[config.mk]
export PLATFORM = sky130hd
export DESIGN_NAME = fcc_top
export DESIGN_NICKNAME = d
export VERILOG_FILES = /design/src/rtl/fcc_pkg.sv /design/src/rtl/fcc_cmp.sv /design/src/rtl/fcc_ctrl.sv /design/src/rtl/fcc_datapath.sv /design/src/rtl/fcc_top.sv
export SDC_FILE = /design/constraint.sdc
export NUM_CORES = 1
export LEC_CHECK = 0
export BUFFER_PORTS_ARGS = -buffer_cell sky130_fd_sc_hd__buf_2
export CORE_MARGIN = 2
export CORE_UTILIZATION = 45
export CTS_CLUSTER_DIAMETER = 200
export DETAILED_ROUTE_END_ITERATION = 8
export PLACE_DENSITY = 0.82
export RECOVER_POWER = 25
export SLEW_MARGIN = 10
export SYNTH_ARGS = -nofsm -noshare
export SYNTH_HDL_FRONTEND = slang
export SYNTH_SLANG_ARGS = --single-unit
export TNS_END_PERCENT = 5
[constraint.sdc]
create_clock -name clk -period 2.39 [get_ports clk]
set_input_delay 0.239 -clock clk [delete_from_list [all_inputs] [get_ports clk]]
set_output_delay 0.239 -clock clk [all_outputs]
set_load 0.01 [all_outputs]
[src/rtl/fcc_pkg.sv]
package fcc_pkg;

  localparam int OP_W = 9;

  localparam logic [OP_W-1:0] OP_CMP_SGL  = 9'h051;
  localparam logic [OP_W-1:0] OP_CMP_DBL  = 9'h052;
  localparam logic [OP_W-1:0] OP_CMPX_SGL = 9'h055;
  localparam logic [OP_W-1:0] OP_CMPX_DBL = 9'h056;

  typedef enum logic [1:0] {
    CC_EQ = 2'd0,
    CC_LT = 2'd1,
    CC_GT = 2'd2,
    CC_UN = 2'd3
  } ccCode_t;

  // Strobes from control to datapath
  typedef struct packed {
    logic load;
    logic useDouble;
    logic signalling;
    logic illegal;
  } fccStrobe_t;

endpackage

[src/rtl/fcc_cmp.sv]
// Sign-magnitude compare of two IEEE-754 values of one precision
module fcc_cmp
  import fcc_pkg::*;
#(
  parameter int WIDTH = 32,
  parameter int EXP_W = 8
) (
  input  logic [WIDTH-1:0] a,
  input  logic [WIDTH-1:0] b,
  output ccCode_t          cc,
  output logic             anyNan
);

  localparam int MAN_W = WIDTH - 1 - EXP_W;

  logic             signA, signB;
  logic [WIDTH-2:0] magA, magB;
  logic             nanA, nanB;
  logic             bothZero;

  always_comb begin
    signA    = a[WIDTH-1];
    signB    = b[WIDTH-1];
    magA     = a[WIDTH-2:0];
    magB     = b[WIDTH-2:0];
    nanA     = (&a[WIDTH-2 -: EXP_W]) && (|a[MAN_W-1:0]);
    nanB     = (&b[WIDTH-2 -: EXP_W]) && (|b[MAN_W-1:0]);
    anyNan   = nanA || nanB;
    bothZero = (magA == '0) && (magB == '0);

    if (anyNan)                    cc = CC_UN;
    else if (bothZero || a == b)   cc = CC_EQ;
    else if (signA != signB)       cc = signA ? CC_LT : CC_GT;
    else if (!signA)               cc = (magA < magB) ? CC_LT : CC_GT;
    else                           cc = (magA > magB) ? CC_LT : CC_GT;
  end

endmodule

[src/rtl/fcc_ctrl.sv]
// Selector decode into datapath strobes
module fcc_ctrl
  import fcc_pkg::*;
(
  input  logic            startValid,
  input  logic [OP_W-1:0] opField,
  output fccStrobe_t      strb
);

  always_comb begin
    strb            = '0;
    strb.load       = startValid;
    unique case (opField)
      OP_CMP_SGL:  begin strb.useDouble = 1'b0; strb.signalling = 1'b0; end
      OP_CMP_DBL:  begin strb.useDouble = 1'b1; strb.signalling = 1'b0; end
      OP_CMPX_SGL: begin strb.useDouble = 1'b0; strb.signalling = 1'b1; end
      OP_CMPX_DBL: begin strb.useDouble = 1'b1; strb.signalling = 1'b1; end
      default:     strb.illegal = 1'b1;
    endcase
  end

endmodule

[src/rtl/fcc_datapath.sv]
// Comparators, status merge and output register
module fcc_datapath
  import fcc_pkg::*;
#(
  parameter int SGL_W  = 32,
  parameter int SGL_EXP = 8,
  parameter int DBL_W  = 64,
  parameter int DBL_EXP = 11,
  parameter int STAT_W = 32,
  parameter int CC_LSB = 10
) (
  input  logic              clk,
  input  logic              rstN,
  input  fccStrobe_t        strb,
  input  logic [DBL_W-1:0]  opA,
  input  logic [DBL_W-1:0]  opB,
  input  logic [STAT_W-1:0] statusIn,
  output logic              doneValid,
  output logic              ccWritten,
  output logic              invalidTrap,
  output logic              illegalOp,
  output logic [STAT_W-1:0] statusOut
);

  localparam logic [STAT_W-1:0] CC_MASK = STAT_W'(3) << CC_LSB;

  ccCode_t           sglCc, dblCc, selCc;
  logic              sglNan, dblNan, selNan;
  logic              fault;
  logic [STAT_W-1:0] mergedStatus;

  fcc_cmp #(.WIDTH(SGL_W), .EXP_W(SGL_EXP)) sglCmp_i (
    .a(opA[SGL_W-1:0]), .b(opB[SGL_W-1:0]), .cc(sglCc), .anyNan(sglNan)
  );

  fcc_cmp #(.WIDTH(DBL_W), .EXP_W(DBL_EXP)) dblCmp_i (
    .a(opA), .b(opB), .cc(dblCc), .anyNan(dblNan)
  );

  always_comb begin
    selCc  = strb.useDouble ? dblCc  : sglCc;
    selNan = strb.useDouble ? dblNan : sglNan;
    fault  = strb.signalling && selNan;
    mergedStatus = statusIn;
    mergedStatus[CC_LSB +: 2] = selCc;
  end

  always_ff @(posedge clk) begin
    if (!rstN) begin
      doneValid   <= 1'b0;
      ccWritten   <= 1'b0;
      invalidTrap <= 1'b0;
      illegalOp   <= 1'b0;
      statusOut   <= '0;
    end else begin
      doneValid   <= strb.load;
      ccWritten   <= strb.load && !strb.illegal && !fault;
      invalidTrap <= strb.load && !strb.illegal && fault;
      illegalOp   <= strb.load && strb.illegal;
      if (strb.load)
        statusOut <= (strb.illegal || fault) ? statusIn : mergedStatus;
    end
  end


  keep_other_bits_chk: assert property (@(posedge clk) disable iff (!rstN)
    doneValid |-> (((statusOut ^ $past(statusIn)) & ~CC_MASK) == '0));


  no_update_on_fault_chk: assert property (@(posedge clk) disable iff (!rstN)
    (invalidTrap || illegalOp) |-> (statusOut == $past(statusIn)));


  done_follows_start_chk: assert property (@(posedge clk) disable iff (!rstN)
    doneValid |-> $past(strb.load));


  hold_when_idle_chk: assert property (@(posedge clk) disable iff (!rstN)
    !doneValid |-> $stable(statusOut));


  one_outcome_chk: assert property (@(posedge clk) disable iff (!rstN)
    doneValid == ($countones({ccWritten, invalidTrap, illegalOp}) == 1));


  no_unordered_when_signalling_chk: assert property (@(posedge clk) disable iff (!rstN)
    (ccWritten && $past(strb.signalling)) |-> (statusOut[CC_LSB +: 2] != CC_UN));

endmodule

[src/rtl/fcc_top.sv]
module fcc_top
  import fcc_pkg::*;
#(
  parameter int SGL_W   = 32,
  parameter int SGL_EXP = 8,
  parameter int DBL_W   = 64,
  parameter int DBL_EXP = 11,
  parameter int STAT_W  = 32,
  parameter int CC_LSB  = 10
) (
  input  logic              clk,
  input  logic              rstN,
  input  logic              startValid,
  input  logic [8:0]        opField,
  input  logic [DBL_W-1:0]  opA,
  input  logic [DBL_W-1:0]  opB,
  input  logic [STAT_W-1:0] statusIn,
  output logic              doneValid,
  output logic              ccWritten,
  output logic              invalidTrap,
  output logic              illegalOp,
  output logic [STAT_W-1:0] statusOut
);

  fccStrobe_t strb;

  fcc_ctrl ctrl_i (
    .startValid(startValid),
    .opField   (opField),
    .strb      (strb)
  );

  fcc_datapath #(
    .SGL_W(SGL_W), .SGL_EXP(SGL_EXP), .DBL_W(DBL_W), .DBL_EXP(DBL_EXP),
    .STAT_W(STAT_W), .CC_LSB(CC_LSB)
  ) dp_i (
    .clk        (clk),
    .rstN       (rstN),
    .strb       (strb),
    .opA        (opA),
    .opB        (opB),
    .statusIn   (statusIn),
    .doneValid  (doneValid),
    .ccWritten  (ccWritten),
    .invalidTrap(invalidTrap),
    .illegalOp  (illegalOp),
    .statusOut  (statusOut)
  );

endmodule

# Yosys cells after proc, flatten, opt, wreduce, memory -nomap -nowiden
# Index checks and enable logic that the tools add are counted.
[classes]
order_cmp = 4
n_eq_ne = 8
muxes = 19
reduce_logical = 30
[op_table]
columns = ["operator", "count"]
rows = [
  ["logical NOT 63 bit", 2],
  ["OR reduction 52 bit", 2],
  ["equality test 64 bit", 1],
  ["> comparator 63 bit", 1],
  ["< comparator 63 bit", 1],
  ["logical NOT 31 bit", 2],
  ["OR reduction 23 bit", 2],
  ["equality test 9 x 7 -> 1 bit (second input constant)", 4],
  ["equality test 32 bit", 1],
  ["> comparator 31 bit", 1],
  ["< comparator 31 bit", 1],
  ["2-to-1 mux 2 bit", 15],
  ["AND reduction 11 bit", 2],
  ["AND reduction 8 bit", 2],
  ["2-to-1 mux 12 bit", 1],
  ["logical AND 1 bit", 11],
  ["case mux 2 bit (3 select lines)", 1],
  ["logical OR 1 bit", 5],
  ["OR reduction 4 bit", 1],
  ["2-to-1 mux 1 bit", 2],
  ["!= test 1 bit", 2],
  ["logical NOT 1 bit", 1],
]
[word_totals]
ff_bits = 36
in_bits = 172
output_inout_bits = 36
word_cells = 66

# Depth between registers and ports, before layout
# Gate-level depths: netlist (run 1).
[depth]
word_depth = 8
depth_mapped = 10
mapped_depth_nobuf = 10

# Modules after synthesis
# From an unflattened synthesis (run 1), not the netlist that was laid out.
[unflattened]
cells_unflattened = 573
area_unflattened_um2 = 4504.3
[modules_own_cells]
columns = ["module", "n_inst", "cells_each", "area_each_um2", "seq_area_each_um2"]
rows = [
  ["fcc_cmp at dp_i.dblCmp_i", 1, 291, 2010.7, 0.0],
  ["fcc_datapath", 1, 122, 1377.6, 720.7],
  ["fcc_cmp at dp_i.sglCmp_i", 1, 153, 1052.3, 0.0],
  ["fcc_ctrl", 1, 7, 63.8, 0.0],
]

# Least setup slack after synthesis (run 1)
# No wires, ideal clock.
[synth_timing]
kind = "input to register"
from = "input opB[45]"
to = "register dp_i.statusOut[11]"
setup_ns = 0.069
arrival_time_ns = 2.015
t_required_ns = 2.321
slack_ns = 0.306
cell_stages = 9
path_buffers = 0
cell_sequence = "inv_1 -> ha_1 -> nand4_1 -> nor4_1 -> and4_1 -> a31oi_1 -> a2111oi_0 -> nor4_1 -> o21ai_1"
[synth_via]
elab_chain_cells = 8
elab_cells_between_ends = 20
cone_classes = "order compare (2); eq/ne (1); mux (9); reduce/logical (8)"
[synth_lines]
columns = ["element", "line", "source"]
rows = [
  ["from (decl)", "fcc_top.sv:16", "input logic [DBL_W-1:0] opB,"],
  ["< comparator 63 bit / > comparator 63 bit (equally long branches)", "fcc_cmp.sv:34, fcc_cmp.sv:35", ""],
  ["2-to-1 mux 2 bit (on tied branches)", "fcc_cmp.sv:34, fcc_cmp.sv:35", ""],
  ["2-to-1 mux 2 bit", "fcc_cmp.sv:34", "else if (!signA) cc = (magA < magB) ? CC_LT : CC_GT;"],
  ["2-to-1 mux 2 bit", "fcc_cmp.sv:33", "else if (signA != signB) cc = signA ? CC_LT : CC_GT;"],
  ["2-to-1 mux 2 bit", "fcc_cmp.sv:32", "else if (bothZero || a == b) cc = CC_EQ;"],
  ["2-to-1 mux 2 bit", "fcc_cmp.sv:31", "if (anyNan) cc = CC_UN;"],
  ["2-to-1 mux 2 bit", "fcc_datapath.sv:41", "selCc = strb.useDouble ? dblCc : sglCc;"],
  ["2-to-1 mux 12 bit (*)", "fcc_datapath.sv:61", "statusOut <= (strb.illegal || fault) ? statusIn : mergedStatus;"],
  ["to (signal assigned)", "fcc_datapath.sv:61", ""],
  ["to (decl)", "fcc_datapath.sv:22", "output logic [STAT_W-1:0] statusOut"],
]
# Every way passes the cells marked *; elsewhere a longest branch is shown, timed or not.
# A chain may end at the register's enable or synchronous reset.

# Worst setup path after layout (run 1)
[layout_timing]
from = "input opB[29]"
to = "register dp_i.statusOut[11]"
[layout_via]
elab_chain_cells = 8
elab_cells_between_ends = 35
cone_classes = "order compare (4); eq/ne (2); mux (15); reduce/logical (14)"
[layout_lines]
columns = ["element", "line"]
rows = [
  ["< comparator 63 bit, or another cell as far along", "fcc_cmp.sv:34"],
  ["2-to-1 mux 2 bit (on tied branches)", "fcc_cmp.sv:34, fcc_cmp.sv:35"],
  ["2-to-1 mux 2 bit", "fcc_cmp.sv:34"],
  ["2-to-1 mux 2 bit", "fcc_cmp.sv:33"],
  ["2-to-1 mux 2 bit", "fcc_cmp.sv:32"],
  ["2-to-1 mux 2 bit", "fcc_cmp.sv:31"],
  ["2-to-1 mux 2 bit", "fcc_datapath.sv:41"],
  ["2-to-1 mux 12 bit (*)", "fcc_datapath.sv:61"],
]
# Marks and branches as above.

==> results of run 1 <==
==> tightest hold or removal path: stages <==
cell and delay (ns):
sky130_fd_sc_hd__buf_2 0.08, sky130_fd_sc_hd__a31oi_1 0.07, sky130_fd_sc_hd__o21ai_1 0.06
==> repair_timing <==
item,in CTS,in global routing
buffers inserted,0,0
endpoints found under the setup margin,0,1
gates resized for setup,0,2
==> how the worst min path moves through the flow <==
stage	startpoint	end	slack (ns)
2_1_floorplan	statusIn[11]	dp_i.statusOut[11]	0.38
3_3_place_gp	statusIn[11]	dp_i.statusOut[11]	0.48
3_5_place_dp	statusIn[11]	dp_i.statusOut[11]	0.49
4_1_cts	statusIn[11]	dp_i.statusOut[11]	0.19
5_1_grt	statusIn[30]	dp_i.statusOut[30]	0.22
6_report	statusIn[11]	dp_i.statusOut[11]	0.20
==> report_power, final <==
group,internal [mW],switching [mW],leakage (nW)
registers,0.635,0.0168,0.297
logic,0.293,0.319,2.26
clock network,0.198,0.199,0.0410
==> cell usage after synthesis (2+ instances only) <==
master	number	share of area, %
sky130_fd_sc_hd__a211o_1	2	0.49
sky130_fd_sc_hd__a211oi_1	3	0.63
sky130_fd_sc_hd__a21o_1	3	0.63
sky130_fd_sc_hd__a21oi_1	25	3.5
sky130_fd_sc_hd__a221oi_1	4	0.98
sky130_fd_sc_hd__a31o_2	2	0.49
sky130_fd_sc_hd__a31oi_1	3	0.52
sky130_fd_sc_hd__and3_1	2	0.35
sky130_fd_sc_hd__and4_1	2	0.49
sky130_fd_sc_hd__clkbuf_1	6	0.63
sky130_fd_sc_hd__dfxtp_1	36	20
sky130_fd_sc_hd__ha_1	63	22
sky130_fd_sc_hd__inv_1	67	7.0
sky130_fd_sc_hd__mux2i_1	32	8.9
sky130_fd_sc_hd__nand2_1	25	2.6
sky130_fd_sc_hd__nand2b_1	2	0.35
sky130_fd_sc_hd__nand3_1	8	1.1
sky130_fd_sc_hd__nand3b_1	2	0.42
sky130_fd_sc_hd__nand4_1	27	4.7
sky130_fd_sc_hd__nor2_1	16	1.7
sky130_fd_sc_hd__nor2b_1	32	5.6
sky130_fd_sc_hd__nor3_1	12	1.7
sky130_fd_sc_hd__nor3b_1	2	0.42
sky130_fd_sc_hd__nor4_1	30	5.2
sky130_fd_sc_hd__nor4_2	3	1.0
sky130_fd_sc_hd__o211ai_1	5	1.0
sky130_fd_sc_hd__o21ai_0	11	1.5
sky130_fd_sc_hd__o31ai_1	2	0.42
sky130_fd_sc_hd__or4_1	2	0.42
==> layer usage <==
layer / wire [um] / track usage [%] / up-vias
li1: - / - / 2070
met1: 4430 / 28.0 / 1898
met2: 5710 / 48.1 / 164
met3: 679 / 3.46 / 30
met4: 300 / 9.44 / 0
met5: 0 / 0 / -
==> logic make-up (layout without fill, tap and decap cells) <==
kind of cell / Yosys count / after routing
adder cells (fa/ha/maj): 63 / 63
AND/OR/NAND/NOR: 171 / 171
buffers and inverters: 74 / 292
multiplexers: 33 / 33
flip-flops: 36 / 36
AO/OA/AOI/OAI: 68 / 68
XOR/XNOR: 1 / 1
==> registers in the layout (all words and copies together) (netlist names) <==
register,cells
dp_i.ccWritten,1
dp_i.doneValid,1
dp_i.illegalOp,1
dp_i.invalidTrap,1
dp_i.statusOut,32
==> per-stage QoR <==
stage               hold WS (ns)  setup WS, ns
detailed placement         0.491        -0.168
finish                     0.202         0.141
global route               0.222        0.0326
CTS                        0.190         0.116
floorplan                  0.377         0.306
global placement           0.483       -0.0482
==> area by class of cell <==
type,instances,area (um2),area share [%]
clock buffers,6,72.6,1.49
clock inverters,1,5.00,0.103
well taps,102,128,2.63
multi-input cells,336,2580,53.1
repair buffers,218,1100,22.7
inverters,67,251,5.18
flip-flops and latches,36,721,14.8
==> flow_summary.yaml, run 1 <==
sta:
  setup_violations: 0
  fin_setup_tns_ns: 0
  post-route-min-period_ns: 2.25
  relSlewSlack_pct: 26.2
  clock-skew-final_ns: 0
  maxSlewViolCount: 0
  hold_violations: 0
  period_share_pct: 94.1
  tightest_slew_ns: 1.11
  rsz0062_at_grt: "no"
  achievable-frequency_ghz: 0.445
placement:
  numPortBuffers: 207
  detailedPlacementHpwl_um: 9750
  dp_cells: 759
  place_area_um2: 4790
  globalplace.congestion: 0.910
setup_path:
  end_kind: "flop"
  worstRegToRegCells: 3
  worst-setup-path-type: "in2reg"
  timing.critical_path.slowest_cell_delay_ns: 0.52
  critPathBufInv: 3
  critPathMostFrequentCell: "sky130_fd_sc_hd__nor4_1"
  cp_data_required_time_ns: 2.61
  path_length_in_cells_of_the_critical_path: 11
  critPathLaunchType: "input port"
  cell_type_of_the_slowest_stage_on_the_worst_timing_path: "sky130_fd_sc_hd__a2111oi_1"
  worst-endpoint-arrival_ns: 2.47
  worstSetupEndpoint: "dp_i.statusOut[11]"
  crit_start: "opB[29]"
  r2r_start: "dp_i.statusOut[10]"
  worst-r2r-setup-slack_ns: 1.36
  worstPathMaxFanout: 3
  crit_path_cell_trace: "buf_2, inv_1, ha_1, nand4_1, nor4_1, buf_4, and2_1, a31oi_1, a2111oi_1, nor4_1, o21ai_1"
  r2r_end: "dp_i.statusOut[10]"
  timing.critical_path.max_delay_family: "simple AND/OR/NAND/NOR gates"
synthesis:
  synth_seq_area_share_pct: 20.1
  netlist_instances: 446
  synth_top_family_by_area: "simple AND/OR/NAND/NOR gates"
  synth_nets: 681
  synth_compound_area_share_pct: 12.7
  postSynthAreaPerCell_um2: 8.03
  synth-edff-count: 0
  yosys.area_share.adder_pct: 22.0
  netlist_area_before_placement_um2: 3580
  synth-async-reset-ratio_pct: 0
  synth_simple_gate_area_share_pct: 27.7
  post_synth_mux_area_share_pct: 9.26
  postSynthRegisterBits: 36
  ys_types: 46
  synth-warning-count: 0
  synth_flop_cell: "sky130_fd_sc_hd__dfxtp_1"
  synthesized_area_fraction_occupied_by_xor_and_xnor_cells_pct: 0.245
routing:
  final_wirelength_um: 11100
  drc: 0
  firstDrtPassIters: 4
  drtAntennaViolNets: 0
  detail_route.wl_per_cell_um: 14.5
  dr.first_iter.drc_count: 145
  viasPerCell: 5.43
  detailroute.via_count: 4162
cells_and_area:
  layout_common_cells: "sky130_fd_sc_hd__buf_2, sky130_fd_sc_hd__inv_1, sky130_fd_sc_hd__ha_1"
  layout_commonest_cell: "sky130_fd_sc_hd__buf_2"
  finish.net_count: 899
  num-fill-cells: 709
  post-route-cell-area_um2: 4860
  post-route-util_pct: 62.9
  area_delta_synth_final_pct: 35.7
  finish.cell_count_without_fillers: 766
  drive_above_1_share_pct: 33.9
  ant_diodes: 0
global_routing:
  first_global_vias: 4170
  grt.total_usage_pct: 25.2
  grt_max_degree: 35
  wire_length_of_the_first_global_routing_pass_um: 17800
  initial_antenna_violation_count: 0
  gr-total-overflow: 0
clock_network:
  number_of_buffers_inserted_for_hold_repair_after_clock_tree_synthesis: 0
  clk_root_buffer_cell: "sky130_fd_sc_hd__clkbuf_8"
  cts_inserted_buffers: 5
  clock_sinks: 36
  ctsLongestPathBuffers: 2
  cts.htree.levels: 2
  worst_setup_hold_path_clk_slew_ns: 0.06
  clock_latency_at_the_later_pin_of_the_worst_skew_pair_ns: 0.28
  cts_tree: "yes"
floorplan:
  fp.dieArea_um2: 8680
  rows: 32
  initial_core_util_pct: 46.3
  core_um2: 7730
  chipWidth_um: 93.2
  io_pins: 208
  die_h_um: 93.2
pwr:
  power_density_nw_per_um2: 342
  power.total_mw: 1.66
  worst_supply_voltage_drop_on_vdd_uv: 198
  power_leakage_nw: 2.60
worst_hold_path:
  worstHoldPathCells: 3
  hp-class: "in2reg"
outcome:
  run_status: "finished clean"
run:
  timing.max_cap.violations: 0
Power figures use the tool's default switching activity.
==> run 2, diff against run 1 <==
- CORE_UTILIZATION: 45 -> 40
- PLACE_DENSITY: 0.82 -> 0.74
==> run 2 against run 1 <==
Compared with the run above: design area increased by 0.90%; highest routed layer unchanged; critical path type unchanged; count of clock-buffer cells in the layout increased by 1; via count decreased by 0.79%; combinational power increased by 0.8%; routed wire length increased by 0.44%; setup slack improved by 0.030 ns; first-iteration DRC count decreased by 4.1%; worst hold slack improved by 0.010 ns; non-clock buffer count decreased by 1; die area increased by 12%; critical path depth increased by 1; critical endpoint unchanged; cell count increased by 0.78%.
==> flow_summary.yaml, run 2 (synthesis gave the netlist of run 1 again) <==
outcome:
  run_status: "finished clean"
placement:
  numPortBuffers: 207
  place_area_um2: 4780
  place_ws_ns: -0.124
  detailedPlacementHpwl_um: 9860
  globalplace.congestion: 0.926
sta:
  setup_violations: 0
  tightest_slew_ns: 1.07
  setup_ws_ns: 0.171
  relSlewSlack_pct: 28.5
  hold_violations: 0
  post-route-min-period_ns: 2.22
  maxSlewViolCount: 0
  achievable-frequency_ghz: 0.451
  clock-skew-final_ns: 0
  worst_hold_slack_ns: 0.213
  period_share_pct: 92.8
setup_path:
  worst-endpoint-arrival_ns: 2.43
  worst-setup-path-type: "in2reg"
  critPathLaunchType: "input port"
  end_kind: "flop"
  r2r_end: "dp_i.statusOut[11]"
  crit_start: "opB[30]"
  worstSetupEndpoint: "dp_i.statusOut[11]"
  r2r_start: "dp_i.statusOut[11]"
  cp_data_required_time_ns: 2.60
  worstPathMaxFanout: 3
  worst-r2r-setup-slack_ns: 1.35
  worstRegToRegCells: 4
routing:
  drc: 0
  detail_route.wl_per_cell_um: 14.5
  detailroute.via_count: 4129
  drtAntennaViolNets: 0
  final_wirelength_um: 11200
  firstDrtPassIters: 4
  dr.first_iter.drc_count: 139
  viasPerCell: 5.35
cells_and_area:
  ant_diodes: 0
  drive_above_1_share_pct: 34.5
  layout_common_cells: "sky130_fd_sc_hd__buf_2, sky130_fd_sc_hd__inv_1, sky130_fd_sc_hd__ha_1"
  post-route-cell-area_um2: 4900
  regMostFlops: "dp_i.statusOut"
  largest_register_ff_count: 32
  num-fill-cells: 855
  area_delta_synth_final_pct: 36.9
  layout_commonest_cell: "sky130_fd_sc_hd__buf_2"
  finish.net_count: 898
floorplan:
  rows: 34
  fp.dieArea_um2: 9720
  chipWidth_um: 98.6
  initial_core_util_pct: 41.0
  core_um2: 8720
  io_pins: 208
  die_h_um: 98.6
pwr:
  power_leakage_nw: 2.61
  power_density_nw_per_um2: 348
  worst_supply_voltage_drop_on_vdd_uv: 218
global_routing:
  grt_max_degree: 35
  wire_length_of_the_first_global_routing_pass_um: 18300
  gr-total-overflow: 0
  grt.total_usage_pct: 22.2
  initial_antenna_violation_count: 0
  first_global_vias: 4111
clock_network:
  cts_inserted_buffers: 5
  clk_root_buffer_cell: "sky130_fd_sc_hd__clkbuf_8"
  worst_setup_hold_path_clk_slew_ns: 0.07
  cts_tree: "yes"
  cts.htree.levels: 2
  number_of_buffers_inserted_for_hold_repair_after_clock_tree_synthesis: 0
  ctsLongestPathBuffers: 2
  clock_sinks: 36
  clock_latency_at_the_later_pin_of_the_worst_skew_pair_ns: 0.27
worst_hold_path:
  hp-class: "in2reg"
  worstHoldPathCells: 3
run:
  timing.max_cap.violations: 0
-- run 2: cell count changes in the layout (fill, tap and decap cells not counted) --
cell                         change
sky130_fd_sc_hd__clkinvlp_4      +1
sky130_fd_sc_hd__a2111oi_1       -1
sky130_fd_sc_hd__nor2b_1         -1
sky130_fd_sc_hd__buf_4           -1
sky130_fd_sc_hd__nor3_2          -2
sky130_fd_sc_hd__nor4_1          -3
sky130_fd_sc_hd__a2111oi_2       +1
sky130_fd_sc_hd__clkinv_2        -1
sky130_fd_sc_hd__clkbuf_8        +1
sky130_fd_sc_hd__nor3_4          +1
sky130_fd_sc_hd__nor2b_2         +1
sky130_fd_sc_hd__nor4_2          +3
sky130_fd_sc_hd__nor3_1          +1
-- run 2: per-layer routing --
layer  up-vias  share of wire (%)  GRT usage (%)
li1       2071                  -              -
met1      1881                 42           27.4
met2       159                 50           40.1
met3        18                5.8           3.97
met4         0                1.7           5.37
met5         -                  0              0
-- run 2: worst min path at each step --
stage	from	endpoint	slack, ns
after floorplan	statusIn[11]	dp_i.statusOut[11]	0.38
after global placement	statusIn[11]	dp_i.statusOut[11]	0.48
after detailed placement	statusIn[11]	dp_i.statusOut[11]	0.49
after CTS	statusIn[11]	dp_i.statusOut[11]	0.20
after global routing	statusIn[11]	dp_i.statusOut[11]	0.20
final	statusIn[11]	dp_i.statusOut[11]	0.21
-- run 2: what timing repair did --
item	4_1_cts	5_1_grt
setup endpoints to repair	0	1
setup buffers	0	1
endpoints found under the hold margin	0	0
resized for setup	0	7
-- run 2: per-stage QoR --
step / setup TNS, ns / util [%] / power (mW) / std cells
3_5_place_dp: -0.155 / 54.9 / 1.27 / 763
2_1_floorplan: 0 / - / 0.975 / 446
5_1_grt: -0.0672 / 56.2 / 1.83 / 772
3_3_place_gp: -0.0202 / 54.9 / 1.25 / 763
4_1_cts: 0 / 55.9 / 1.72 / 771
6_report: 0 / 56.2 / 1.71 / 772
-- run 2: power by group --
part	internal [mW]	switching (mW)
Sequential	0.634	0.0161
Clock	0.234	0.204
Combinational	0.294	0.323
Total	1.16	0.543
-- run 2: area by class of cell --
type | instances | area (um2) | area share [%]
sequential | 36 | 721 | 14.7
clock inverter | 1 | 7.51 | 0.153
inverter | 67 | 251 | 5.13
clock buffer | 7 | 86.3 | 1.76
tap | 108 | 135 | 2.76
timing repair buffer | 217 | 1090 | 22.3
multi-input combinational | 336 | 2610 | 53.2
-- run 2: worst max-delay path: stages --
cell and delay, ns:
sky130_fd_sc_hd__buf_2 0.11, sky130_fd_sc_hd__inv_1 0.05, sky130_fd_sc_hd__ha_1 0.30, sky130_fd_sc_hd__nand4_1 0.20
sky130_fd_sc_hd__buf_4 0.20, sky130_fd_sc_hd__nor3_1 0.20, sky130_fd_sc_hd__nand2_1 0.08, sky130_fd_sc_hd__o211ai_1 0.18
sky130_fd_sc_hd__a31oi_1 0.20, sky130_fd_sc_hd__a2111oi_2 0.38, sky130_fd_sc_hd__nor4_1 0.12, sky130_fd_sc_hd__o21ai_1 0.15
==> run 3, diff against run 2 <==
- CORE_MARGIN: 2 -> unset
==> run 3 against run 2 <==
Compared with the run above: count of clock-buffer cells in the layout shrank 2; non-clock buffer count grew 17; sequential share of layout area shrank 0.33 points; global-route usage grew 1.2 points; via count grew 1.7%; total power shrank 1.0%; design area grew 2.3%; register-to-register slack is essentially flat; first-iteration DRC count shrank 29%; flip-flop and latch count is the same; setup slack lost 0.041 ns; critical endpoint unchanged; largest cell class unchanged; largest power group unchanged.
==> flow_summary.yaml, run 3 (synthesis gave the netlist of run 1 again) <==
setup_path:
  cell_type_of_the_slowest_stage_on_the_worst_timing_path: "sky130_fd_sc_hd__or4_4"
  cp_data_required_time_ns: 2.55
  worst-setup-path-type: "in2reg"
  end_kind: "flop"
  worst-endpoint-arrival_ns: 2.42
  critPathLaunchType: "input port"
  worstPathMaxFanout: 3
  timing.critical_path.max_delay_family: "simple AND/OR/NAND/NOR gates"
  crit_path_cell_trace: "buf_2, nor4_1, buf_4, nand4_1, or4_4, a221o_2, nor4_1, o21ai_1"
  critPathMostFrequentCell: "sky130_fd_sc_hd__nor4_1"
  critPathBufInv: 2
  timing.critical_path.slowest_cell_delay_ns: 0.59
routing:
  drtAntennaViolNets: 0
  drc: 0
  viasPerCell: 5.32
  final_wirelength_um: 10900
  detail_route.wl_per_cell_um: 13.8
  firstDrtPassIters: 4
  detailroute.via_count: 4199
  dr.first_iter.drc_count: 98
cells_and_area:
  finish.net_count: 915
  num-fill-cells: 847
  regMostFlops: "dp_i.statusOut"
  layout_commonest_cell: "sky130_fd_sc_hd__buf_2"
  drive_above_1_share_pct: 36.3
  ant_diodes: 0
  post-route-cell-area_um2: 5010
  area_delta_synth_final_pct: 40.1
  layout_common_cells: "sky130_fd_sc_hd__buf_2, sky130_fd_sc_hd__inv_1, sky130_fd_sc_hd__ha_1"
  largest_register_ff_count: 32
global_routing:
  grt_max_degree: 35
  grt.total_usage_pct: 23.4
  wire_length_of_the_first_global_routing_pass_um: 18400
  gr-total-overflow: 0
  initial_antenna_violation_count: 0
  first_global_vias: 4243
placement:
  detailedPlacementHpwl_um: 9590
  numPortBuffers: 207
  globalplace.congestion: 0.909
  place_area_um2: 4920
sta:
  relSlewSlack_pct: 28.5
  tightest_slew_ns: 1.07
  hold_violations: 0
  post-route-min-period_ns: 2.26
  maxSlewViolCount: 0
  period_share_pct: 94.6
  worst_hold_slack_ns: 0.196
  rsz0062_at_grt: "no"
  achievable-frequency_ghz: 0.442
  clock-skew-final_ns: 0
  setup_violations: 0
pwr:
  clk_pwr_share_pct: 24.4
  p_sw_mw: 0.545
  sw_frac_of_total_pct: 32.3
  combinational_fraction_of_design_power_pct: 37.1
  power_density_nw_per_um2: 337
  power_leakage_nw: 2.71
  seq_power_share_pct: 38.6
  internal_power_mw: 1.14
  worst_supply_voltage_drop_on_vdd_uv: 208
run:
  timing.max_cap.violations: 0
outcome:
  run_status: "finished clean"
clock_network:
  postCtsSetupRepairBufs: 0
  clock_sinks: 36
  worst_setup_hold_path_clk_slew_ns: 0.07
  post_cts_resized: 0
  number_of_buffers_inserted_for_hold_repair_after_clock_tree_synthesis: 0
  clk_root_buffer_cell: "sky130_fd_sc_hd__clkbuf_8"
  ctsLongestPathBuffers: 2
  clock_latency_at_the_later_pin_of_the_worst_skew_pair_ns: 0.28
  cts_tree: "yes"
  cts.htree.levels: 2
  cts_inserted_buffers: 5
floorplan:
  io_pins: 208
  die_h_um: 96.6
  core_um2: 8680
  rows: 34
  chipWidth_um: 96.6
  fp.dieArea_um2: 9330
  initial_core_util_pct: 41.2
worst_hold_path:
  hp-class: "in2reg"
==> run 3: changes by cell type in the layout (fill, tap and decap cells not counted) <==
cell                         before  now
sky130_fd_sc_hd__o21ai_0         11   10
sky130_fd_sc_hd__clkinvlp_4       1    0
sky130_fd_sc_hd__buf_2          193  195
sky130_fd_sc_hd__clkinv_4         0    1
sky130_fd_sc_hd__clkbuf_8         6    5
sky130_fd_sc_hd__o21ai_1          1    2
sky130_fd_sc_hd__clkinv_2         0    2
sky130_fd_sc_hd__nor4_1          27   29
sky130_fd_sc_hd__buf_4           10   27
sky130_fd_sc_hd__nor4_2           6    4
sky130_fd_sc_hd__clkbuf_1        15   12
==> run 3: path summary, 6_finish.rpt <==
kind | from | to | slack, ns | cells past startpoint
hold / removal | statusIn[11] | dp_i.statusOut[11] | 0.20 | 3
setup / recovery | opB[25] | dp_i.statusOut[11] | 0.13 | 8
hold reg to reg | dp_i.statusOut[29] | dp_i.statusOut[29] | 0.52 | 2
setup reg to reg | dp_i.statusOut[11] | dp_i.statusOut[11] | 1.36 | 4
==> run 3: cell type report <==
type | count | area, um2 | share of cell area, %
multi-input cells | 336 | 2590 | 51.8
repair buffers | 234 | 1220 | 24.4
well taps | 108 | 135 | 2.70
flip-flops and latches | 36 | 721 | 14.4
clock buffers | 5 | 68.8 | 1.37
clock inverters | 3 | 18.8 | 0.374
inverters | 67 | 251 | 5.02
==> run 3: worst reg2reg max path, stage by stage, from the launching register on <==
cell	delay, ns
sky130_fd_sc_hd__dfxtp_1	0.31
sky130_fd_sc_hd__o21ai_0	0.27
sky130_fd_sc_hd__inv_1	0.08
sky130_fd_sc_hd__a31oi_1	0.18
sky130_fd_sc_hd__o21ai_1	0.08
==> run 3: stage by stage <==
stage                     setup WS, ns  total power [mW]  utilization, %  setup TNS, ns  std cells
after global placement          -0.129              1.26            56.7         -0.271        781
final                            0.130              1.69            57.8              0        789
after CTS                        0.140              1.70            57.7              0        789
after floorplan                  0.306             0.975               -              0        446
after detailed placement        -0.158              1.29            56.7         -0.332        781
after global routing            0.0127              1.81            57.8              0        789
==> run 3: power groups by stage <==
stage               clock, mW  combinational [mW]  sequential (mW)
global route            0.452               0.706            0.655
CTS                     0.423               0.625            0.651
global placement            0               0.598            0.662
finish                  0.412               0.626            0.651
detailed placement          0               0.621            0.664
floorplan                   0               0.295            0.680
==> run 3: per-layer routing <==
metal | up-vias | GRT usage, % | part of all wire (%)
met3 | 41 | 3.76 | 5.7
met1 | 1885 | 26.6 | 41
met4 | 0 | 8.50 | 3.1
met5 | - | 0 | 0
li1 | 2107 | - | -
met2 | 166 | 43.5 | 50
